===== src/rtl/ecc_mon_pkg.sv =====
package ecc_mon_pkg;
    localparam int NUM_EV = 4;

    // internal event index; higher index = higher priority
    typedef enum logic [1:0] {
        EV_FLASH_UNC = 2'd0,
        EV_SRAM_UNC  = 2'd1,
        EV_FLASH_COR = 2'd2,
        EV_SRAM_COR  = 2'd3
    } ev_idx_e;

    localparam logic [2:0] RA_CTRL       = 3'd0;
    localparam logic [2:0] RA_STAT       = 3'd1;
    localparam logic [2:0] RA_SRAM_ADDR  = 3'd2;
    localparam logic [2:0] RA_SRAM_INFO  = 3'd3;
    localparam logic [2:0] RA_SRAM_DATA  = 3'd4;
    localparam logic [2:0] RA_FLASH_ADDR = 3'd5;
    localparam logic [2:0] RA_FLASH_INFO = 3'd6;
    localparam logic [2:0] RA_FLASH_DATA = 3'd7;

    // map the 4-bit internal vector onto the 8-bit software view
    function automatic logic [7:0] to_byte(input logic [3:0] v);
        return {2'b00, v[3], v[2], 2'b00, v[1], v[0]};
    endfunction

    function automatic logic [3:0] from_byte(input logic [7:0] b);
        return {b[5], b[4], b[1], b[0]};
    endfunction
endpackage


===== src/rtl/ecc_flag_unit.sv =====
module ecc_flag_unit
    import ecc_mon_pkg::*;
(
    input  logic              clk,
    input  logic              rst_n,
    input  logic [NUM_EV-1:0] ev_i,
    input  logic              ctrl_wr_i,
    input  logic              stat_wr_i,
    input  logic [7:0]        wbyte_i,
    output logic [NUM_EV-1:0] en_o,
    output logic [NUM_EV-1:0] flags_o,
    output logic [NUM_EV-1:0] grant_o,
    output logic              irq_o
);
    typedef struct packed {
        logic [NUM_EV-1:0] en;
        logic [NUM_EV-1:0] flags;
    } flag_state_t;

    flag_state_t s_d, s_q;
    logic [NUM_EV-1:0] req;
    logic [NUM_EV-1:0] grant;
    logic              taken;

    always_comb begin
        req   = ev_i & s_q.en;
        grant = '0;
        taken = 1'b0;
        for (int i = NUM_EV - 1; i >= 0; i--) begin
            if (req[i] && !taken) begin
                grant[i] = 1'b1;
                taken    = 1'b1;
            end
        end

        s_d = s_q;
        if (ctrl_wr_i) s_d.en = from_byte(wbyte_i);
        if (stat_wr_i) s_d.flags = s_d.flags & ~from_byte(wbyte_i);
        s_d.flags = s_d.flags | grant;   // set beats clear
    end

    always_ff @(posedge clk or negedge rst_n) begin
        if (!rst_n) s_q <= '0;
        else        s_q <= s_d;
    end

    assign en_o    = s_q.en;
    assign flags_o = s_q.flags;
    assign grant_o = grant;
    assign irq_o   = |(s_q.flags & s_q.en);

    AST_ONE_WINNER: assert property (@(posedge clk) disable iff (!rst_n)
        $onehot0(grant_o));

    for (genvar g = 0; g < NUM_EV; g++) begin : g_chk
        AST_SET_NEEDS_EN: assert property (@(posedge clk) disable iff (!rst_n)
            $rose(flags_o[g]) |-> $past(en_o[g]));
        AST_SET_BEATS_CLR: assert property (@(posedge clk) disable iff (!rst_n)
            grant_o[g] |=> flags_o[g]);
    end
endmodule


===== src/rtl/ecc_fault_latch.sv =====
module ecc_fault_latch #(
    parameter int ADDR_W = 32,
    parameter int ATTR_W = 8,
    parameter int MID_W  = 4,
    parameter int DATA_W = 32
) (
    input  logic              clk,
    input  logic              rst_n,
    input  logic              cap_i,
    input  logic [ADDR_W-1:0] addr_i,
    input  logic [ATTR_W-1:0] attr_i,
    input  logic [MID_W-1:0]  mid_i,
    input  logic [DATA_W-1:0] data_i,
    output logic [ADDR_W-1:0] addr_o,
    output logic [ATTR_W-1:0] attr_o,
    output logic [MID_W-1:0]  mid_o,
    output logic [DATA_W-1:0] data_o
);
    typedef struct packed {
        logic [ADDR_W-1:0] addr;
        logic [ATTR_W-1:0] attr;
        logic [MID_W-1:0]  mid;
        logic [DATA_W-1:0] data;
    } cap_t;

    cap_t c_d, c_q;

    always_comb begin
        c_d = c_q;
        if (cap_i) begin
            c_d.addr = addr_i;
            c_d.attr = attr_i;
            c_d.mid  = mid_i;
            c_d.data = data_i;
        end
    end

    always_ff @(posedge clk or negedge rst_n) begin
        if (!rst_n) c_q <= '0;
        else        c_q <= c_d;
    end

    assign addr_o = c_q.addr;
    assign attr_o = c_q.attr;
    assign mid_o  = c_q.mid;
    assign data_o = c_q.data;

    AST_CAPT_HOLD: assert property (@(posedge clk) disable iff (!rst_n)
        !cap_i |=> ($stable(addr_o) && $stable(attr_o) && $stable(mid_o) && $stable(data_o)));
    AST_CAPT_LOAD: assert property (@(posedge clk) disable iff (!rst_n)
        cap_i |=> (addr_o == $past(addr_i) && data_o == $past(data_i)));
endmodule


===== src/rtl/ecc_fault_monitor.sv =====
module ecc_fault_monitor
    import ecc_mon_pkg::*;
#(
    parameter int ADDR_W = 32,
    parameter int ATTR_W = 8,
    parameter int MID_W  = 4,
    parameter int DATA_W = 32,
    parameter int REG_W  = 32
) (
    input  logic              clk,
    input  logic              rst_n,
    input  logic              sram_cor_i,
    input  logic              sram_unc_i,
    input  logic [ADDR_W-1:0] sram_addr_i,
    input  logic [ATTR_W-1:0] sram_attr_i,
    input  logic [MID_W-1:0]  sram_mid_i,
    input  logic [DATA_W-1:0] sram_data_i,
    input  logic              flash_cor_i,
    input  logic              flash_unc_i,
    input  logic [ADDR_W-1:0] flash_addr_i,
    input  logic [ATTR_W-1:0] flash_attr_i,
    input  logic [MID_W-1:0]  flash_mid_i,
    input  logic [DATA_W-1:0] flash_data_i,
    input  logic              reg_wr_i,
    input  logic [2:0]        reg_addr_i,
    input  logic [7:0]        reg_wdata_i,
    output logic [REG_W-1:0]  reg_rdata_o,
    output logic              irq_o
);
    localparam int NUM_MEM = 2;   // 0 = SRAM, 1 = flash
    localparam int INFO_W  = MID_W + ATTR_W;

    logic [NUM_EV-1:0] ev, en, flags, grant;
    logic [NUM_MEM-1:0] cap;
    logic [ADDR_W-1:0] in_addr [NUM_MEM];
    logic [ATTR_W-1:0] in_attr [NUM_MEM];
    logic [MID_W-1:0]  in_mid  [NUM_MEM];
    logic [DATA_W-1:0] in_data [NUM_MEM];
    logic [ADDR_W-1:0] q_addr  [NUM_MEM];
    logic [ATTR_W-1:0] q_attr  [NUM_MEM];
    logic [MID_W-1:0]  q_mid   [NUM_MEM];
    logic [DATA_W-1:0] q_data  [NUM_MEM];

    always_comb begin
        ev = '0;
        ev[EV_SRAM_COR]  = sram_cor_i;
        ev[EV_FLASH_COR] = flash_cor_i;
        ev[EV_SRAM_UNC]  = sram_unc_i;
        ev[EV_FLASH_UNC] = flash_unc_i;
    end

    ecc_flag_unit u_flags (
        .clk       (clk),
        .rst_n     (rst_n),
        .ev_i      (ev),
        .ctrl_wr_i (reg_wr_i && reg_addr_i == RA_CTRL),
        .stat_wr_i (reg_wr_i && reg_addr_i == RA_STAT),
        .wbyte_i   (reg_wdata_i),
        .en_o      (en),
        .flags_o   (flags),
        .grant_o   (grant),
        .irq_o     (irq_o)
    );

    assign cap[0] = grant[EV_SRAM_COR]  | grant[EV_SRAM_UNC];
    assign cap[1] = grant[EV_FLASH_COR] | grant[EV_FLASH_UNC];

    assign in_addr[0] = sram_addr_i;   assign in_addr[1] = flash_addr_i;
    assign in_attr[0] = sram_attr_i;   assign in_attr[1] = flash_attr_i;
    assign in_mid[0]  = sram_mid_i;    assign in_mid[1]  = flash_mid_i;
    assign in_data[0] = sram_data_i;   assign in_data[1] = flash_data_i;

    for (genvar m = 0; m < NUM_MEM; m++) begin : g_mem
        ecc_fault_latch #(
            .ADDR_W (ADDR_W), .ATTR_W (ATTR_W), .MID_W (MID_W), .DATA_W (DATA_W)
        ) u_latch (
            .clk    (clk),
            .rst_n  (rst_n),
            .cap_i  (cap[m]),
            .addr_i (in_addr[m]),
            .attr_i (in_attr[m]),
            .mid_i  (in_mid[m]),
            .data_i (in_data[m]),
            .addr_o (q_addr[m]),
            .attr_o (q_attr[m]),
            .mid_o  (q_mid[m]),
            .data_o (q_data[m])
        );
    end

    always_comb begin
        reg_rdata_o = '0;
        case (reg_addr_i)
            RA_CTRL:       reg_rdata_o = REG_W'(to_byte(en));
            RA_STAT:       reg_rdata_o = REG_W'(to_byte(flags));
            RA_SRAM_ADDR:  reg_rdata_o = REG_W'(q_addr[0]);
            RA_SRAM_INFO:  reg_rdata_o = REG_W'(INFO_W'({q_mid[0], q_attr[0]}));
            RA_SRAM_DATA:  reg_rdata_o = REG_W'(q_data[0]);
            RA_FLASH_ADDR: reg_rdata_o = REG_W'(q_addr[1]);
            RA_FLASH_INFO: reg_rdata_o = REG_W'(INFO_W'({q_mid[1], q_attr[1]}));
            default:       reg_rdata_o = REG_W'(q_data[1]);
        endcase
    end

    AST_ONE_MEM_CAPT: assert property (@(posedge clk) disable iff (!rst_n)
        !(cap[0] && cap[1]));
    AST_IRQ_FALLS: assert property (@(posedge clk) disable iff (!rst_n)
        (reg_wr_i && reg_addr_i == RA_CTRL && reg_wdata_i == 8'h00) |=> !irq_o);
endmodule


===== config.mk =====
export PLATFORM = sky130hd
export DESIGN_NAME = ecc_fault_monitor
export DESIGN_NICKNAME = d
export VERILOG_FILES = /design/src/rtl/ecc_mon_pkg.sv /design/src/rtl/ecc_flag_unit.sv /design/src/rtl/ecc_fault_latch.sv /design/src/rtl/ecc_fault_monitor.sv
export SDC_FILE = /design/constraint.sdc
export NUM_CORES = 1
export LEC_CHECK = 0
export BUFFER_PORTS_ARGS = -buffer_cell sky130_fd_sc_hd__buf_4
export CORE_MARGIN = 2
export CORE_UTILIZATION = 30
export CTS_CLUSTER_DIAMETER = 150
export DETAILED_ROUTE_END_ITERATION = 10
export HOLD_SLACK_MARGIN = 0.03
export PLACE_DENSITY_LB_ADDON = 0.08
export RECOVER_POWER = 50
export REMOVE_ABC_BUFFERS = 1
export SLEW_MARGIN = 20
export SYNTH_ARGS = -nofsm -noshare
export SYNTH_HDL_FRONTEND = slang
export SYNTH_SLANG_ARGS = --single-unit

===== constraint.sdc =====
create_clock -name clk -period 2.3 [get_ports clk]
set_clock_uncertainty 0.1 [all_clocks]
set_input_delay 0.46 -clock clk [delete_from_list [all_inputs] [get_ports clk]]
set_output_delay 0.46 -clock clk [all_outputs]
set_load 0.01 [all_outputs]

==> flow_summary.toml <==
[routing]
count_of_routing_violations_after_the_opening_detailed_route_iteration = 164
viasPerCell = 4.76
finalWirelength_mm = 21.7
ant_nets_after_route = 0
vias = 5315
detailedRoute.firstPassIterationCount = 4
post-route-drc-count = 0
wire_per_inst_um = 19.4

[power_and_ir_drop]
total_power_mw = 10.6
power_density_nw_per_um2 = 1030
p_leak_nw = 4.77
irDropWorstVdd_uv = 453

[global_route]
initial_antenna_violation_count = 0
global_route.usage.met3 = 0.0461
grt.busiest_layer = "met2"
grt_start_max_net_pins = 51
grt_util_met2 = 0.282
grt_pass1_wl_mm = 33.8
grt.total_usage = 0.168
first_global_vias = 5948
grt_overflow = 0
global_route.usage.met1 = 0.213

[timing]
timing.setup.tns_ns = 0
postLayoutSetupSlackWorst_ns = 0.0713
finalSetupViolations = 0
fmax_mhz = 449
unrepaired_setup_endpoints_after_global_routing = "no"
final-max-slew-violation-count = 0
hold_viol_final = 0
min_period_over_period = 0.969
finalWorstPathRequiredPeriod_ns = 2.23
tightest_slew_ns = 1.36
relSlewSlack = 0.0935

[synth]
synth_seq_area_share = 0.528
synth.area.top_cells = "dfrtp_1 53%, mux2_2 19%, mux2_4 7.9%"
synth_largest_area_cell = "dfrtp_1"
ys_ff_latch = 160
synthesis.instances = 564
synth.avg_cell_area_sq_um = 13.4
synth.cell_area_sq_um = 7580
synth_cell_type_count = 29
synth_largest_type_area_fraction = 0.528
yosysWarnings = 0

[floorplanning]
initial_core_util = 0.303
die_h_um = 163
placementRows = 58
boundaryPins = 203
core_area_sq_um = 25000
dieWidth_um = 163
die_area_sq_um = 26600

[setup_path]
arrival_ns = 1.67
worst_ep_required_time_ns = 1.74
critPathKind = "reg2out"
critical_path_launch_point_type = "register"
path_max_fanout = 6
endpoint_kind = "primary output"

[clocking]
cts.htree.levels = 4
cts.sinks = 160
worstSkewPairLatency_ns = 0.42
cts_buffers = 17
clock_tree.root_cell = "clkbuf_16"
clock_tree_from_tritoncts = "done"
cts.reportedPaths.clkPinSlew_ns = 0.07
bufs_on_longest_clock_path = 2

[min_path]
hold_path_class = "in2reg"

[cells_and_area]
fin_nets = 943
layout.cells.most_common_list = "215 x buf_4, 158 x dfrtp_1, 130 x mux2_2"
post_route_cells_drive_above_1_share = 0.565
fillers = 2401
antenna-diode-count = 0
syn2layout_area_growth_pct = 34.8
seqCellArea_sq_um = 4010
multi_input_area_sq_um = 3340
utilization = 0.408
layout_commonest_cell = "buf_4"

[placed_design]
preCtsSetupSlack_ns = -0.176
place.gp.congestion = 0.756
dpl.hpwl_mm = 15.2
port_buffers = 198

[status]
run_status = "finished, final reports clean"

[flow_run]
max_cap_viol_count = 0
worst paths after layout:
check,start,endpoint,slack [ns],depth (start not counted)
worst min-delay path,flash_data_i[4],g_mem[1].u_latch.data_o[4],0.16,2
min in group asynchronous,rst_n,g_mem[0].u_latch.addr_o[10],0.78,2
worst min register to register,g_mem[0].u_latch.attr_o[7],g_mem[0].u_latch.attr_o[7],0.40,1
max in group asynchronous,rst_n,g_mem[1].u_latch.addr_o[23],0.28,3
worst max register to register,u_flags.en_o[2],g_mem[0].u_latch.addr_o[25],0.15,4
worst max-delay path,u_flags.en_o[1],reg_rdata_o[1],0.07,4
metal layers:
metal  routed length, um  share of wire
met5                   0              0
met4                 250          0.012
met3                1270          0.059
met2               10700           0.49
met1                9480           0.44
power by group:
part	leakage [nW]	switching, mW	total, mW	internal, mW
Sequential	1.86	0.589	4.49	3.90
Combinational	2.60	1.11	3.05	1.94
Clock	0.298	1.20	3.01	1.81
Total	4.77	2.90	10.6	7.66
logic make-up (layout without fill, tap and decap cells):
family	count (synthesis)	count (layout)	share of synthesized area
buffers and inverters	42	264	0.0381
AO/OA/AOI/OAI	109	109	0.111
flip-flops	160	160	0.528
AND/OR/NAND/NOR	77	77	0.0432
multiplexers	176	176	0.280
critical path: stages, from the launching register on:
cell	delay [ns]
dfrtp_1	0.47
a22oi_1	0.18
o21ai_0	0.13
o32a_1	0.31
buf_4	0.15
what timing repair did:
| item | 4_1_cts | 5_1_grt |
|---|---|---|
| endpoints found under the setup margin | 26 | 19 |
| setup buffers | 0 | 1 |
| hold endpoints to repair | 45 | 0 |
| resized for setup | 3 | 9 |
| hold buffers | 1 | 0 |
| cloned | 0 | 0 |
| pin swaps | 0 | 1 |
registers in the layout, summed over array words and instances, names as in the netlist:
name                  flops
g_mem.u_latch.addr_o     64
g_mem.u_latch.mid_o       8
u_flags.en_o              4
g_mem.u_latch.attr_o     16
g_mem.u_latch.data_o     64
u_flags.flags_o           4
area by class of cell:
| cell class | count | area share |
|---|---|---|
| sequential | 160 | 0.392 |
| tap | 330 | 0.0404 |
| multi-input combinational | 362 | 0.326 |
| timing repair buffer | 232 | 0.180 |
| clock inverter | 10 | 0.0146 |
| clock buffer | 22 | 0.0464 |
cell usage after synthesis:
master     count
mux2_4        40
and4_4         1
nand2_1        9
nand2b_1       3
o32a_1         4
buf_2         14
a22oi_1       34
o2bb2ai_1      4
nor2_4         1
a22oi_2        1
mux2i_1        6
buf_8          1
dfrtp_1      160
buf_1          3
nor3_2         1
nor2_1        56
buf_6          5
a221oi_1       6
clkbuf_1      15
and2_1         1
mux2_2       130
a32o_1         2
a22o_1        21
a21oi_1        7
nand3_1        4
nor2b_1        1
buf_12         4
a21o_1        22
o21ai_0        8
per-stage QoR:
stage                     cell area (sq um)  std cells  hold slack [ns]
final                                 10200       1116            0.162
after global routing                  10200       1116            0.130
after CTS                             10200       1115            0.132
after detailed placement               9590       1082            0.350
after global placement                 9590       1082            0.346
after floorplan                        7300        522           0.0644
(Power assumes the default switching activity.)
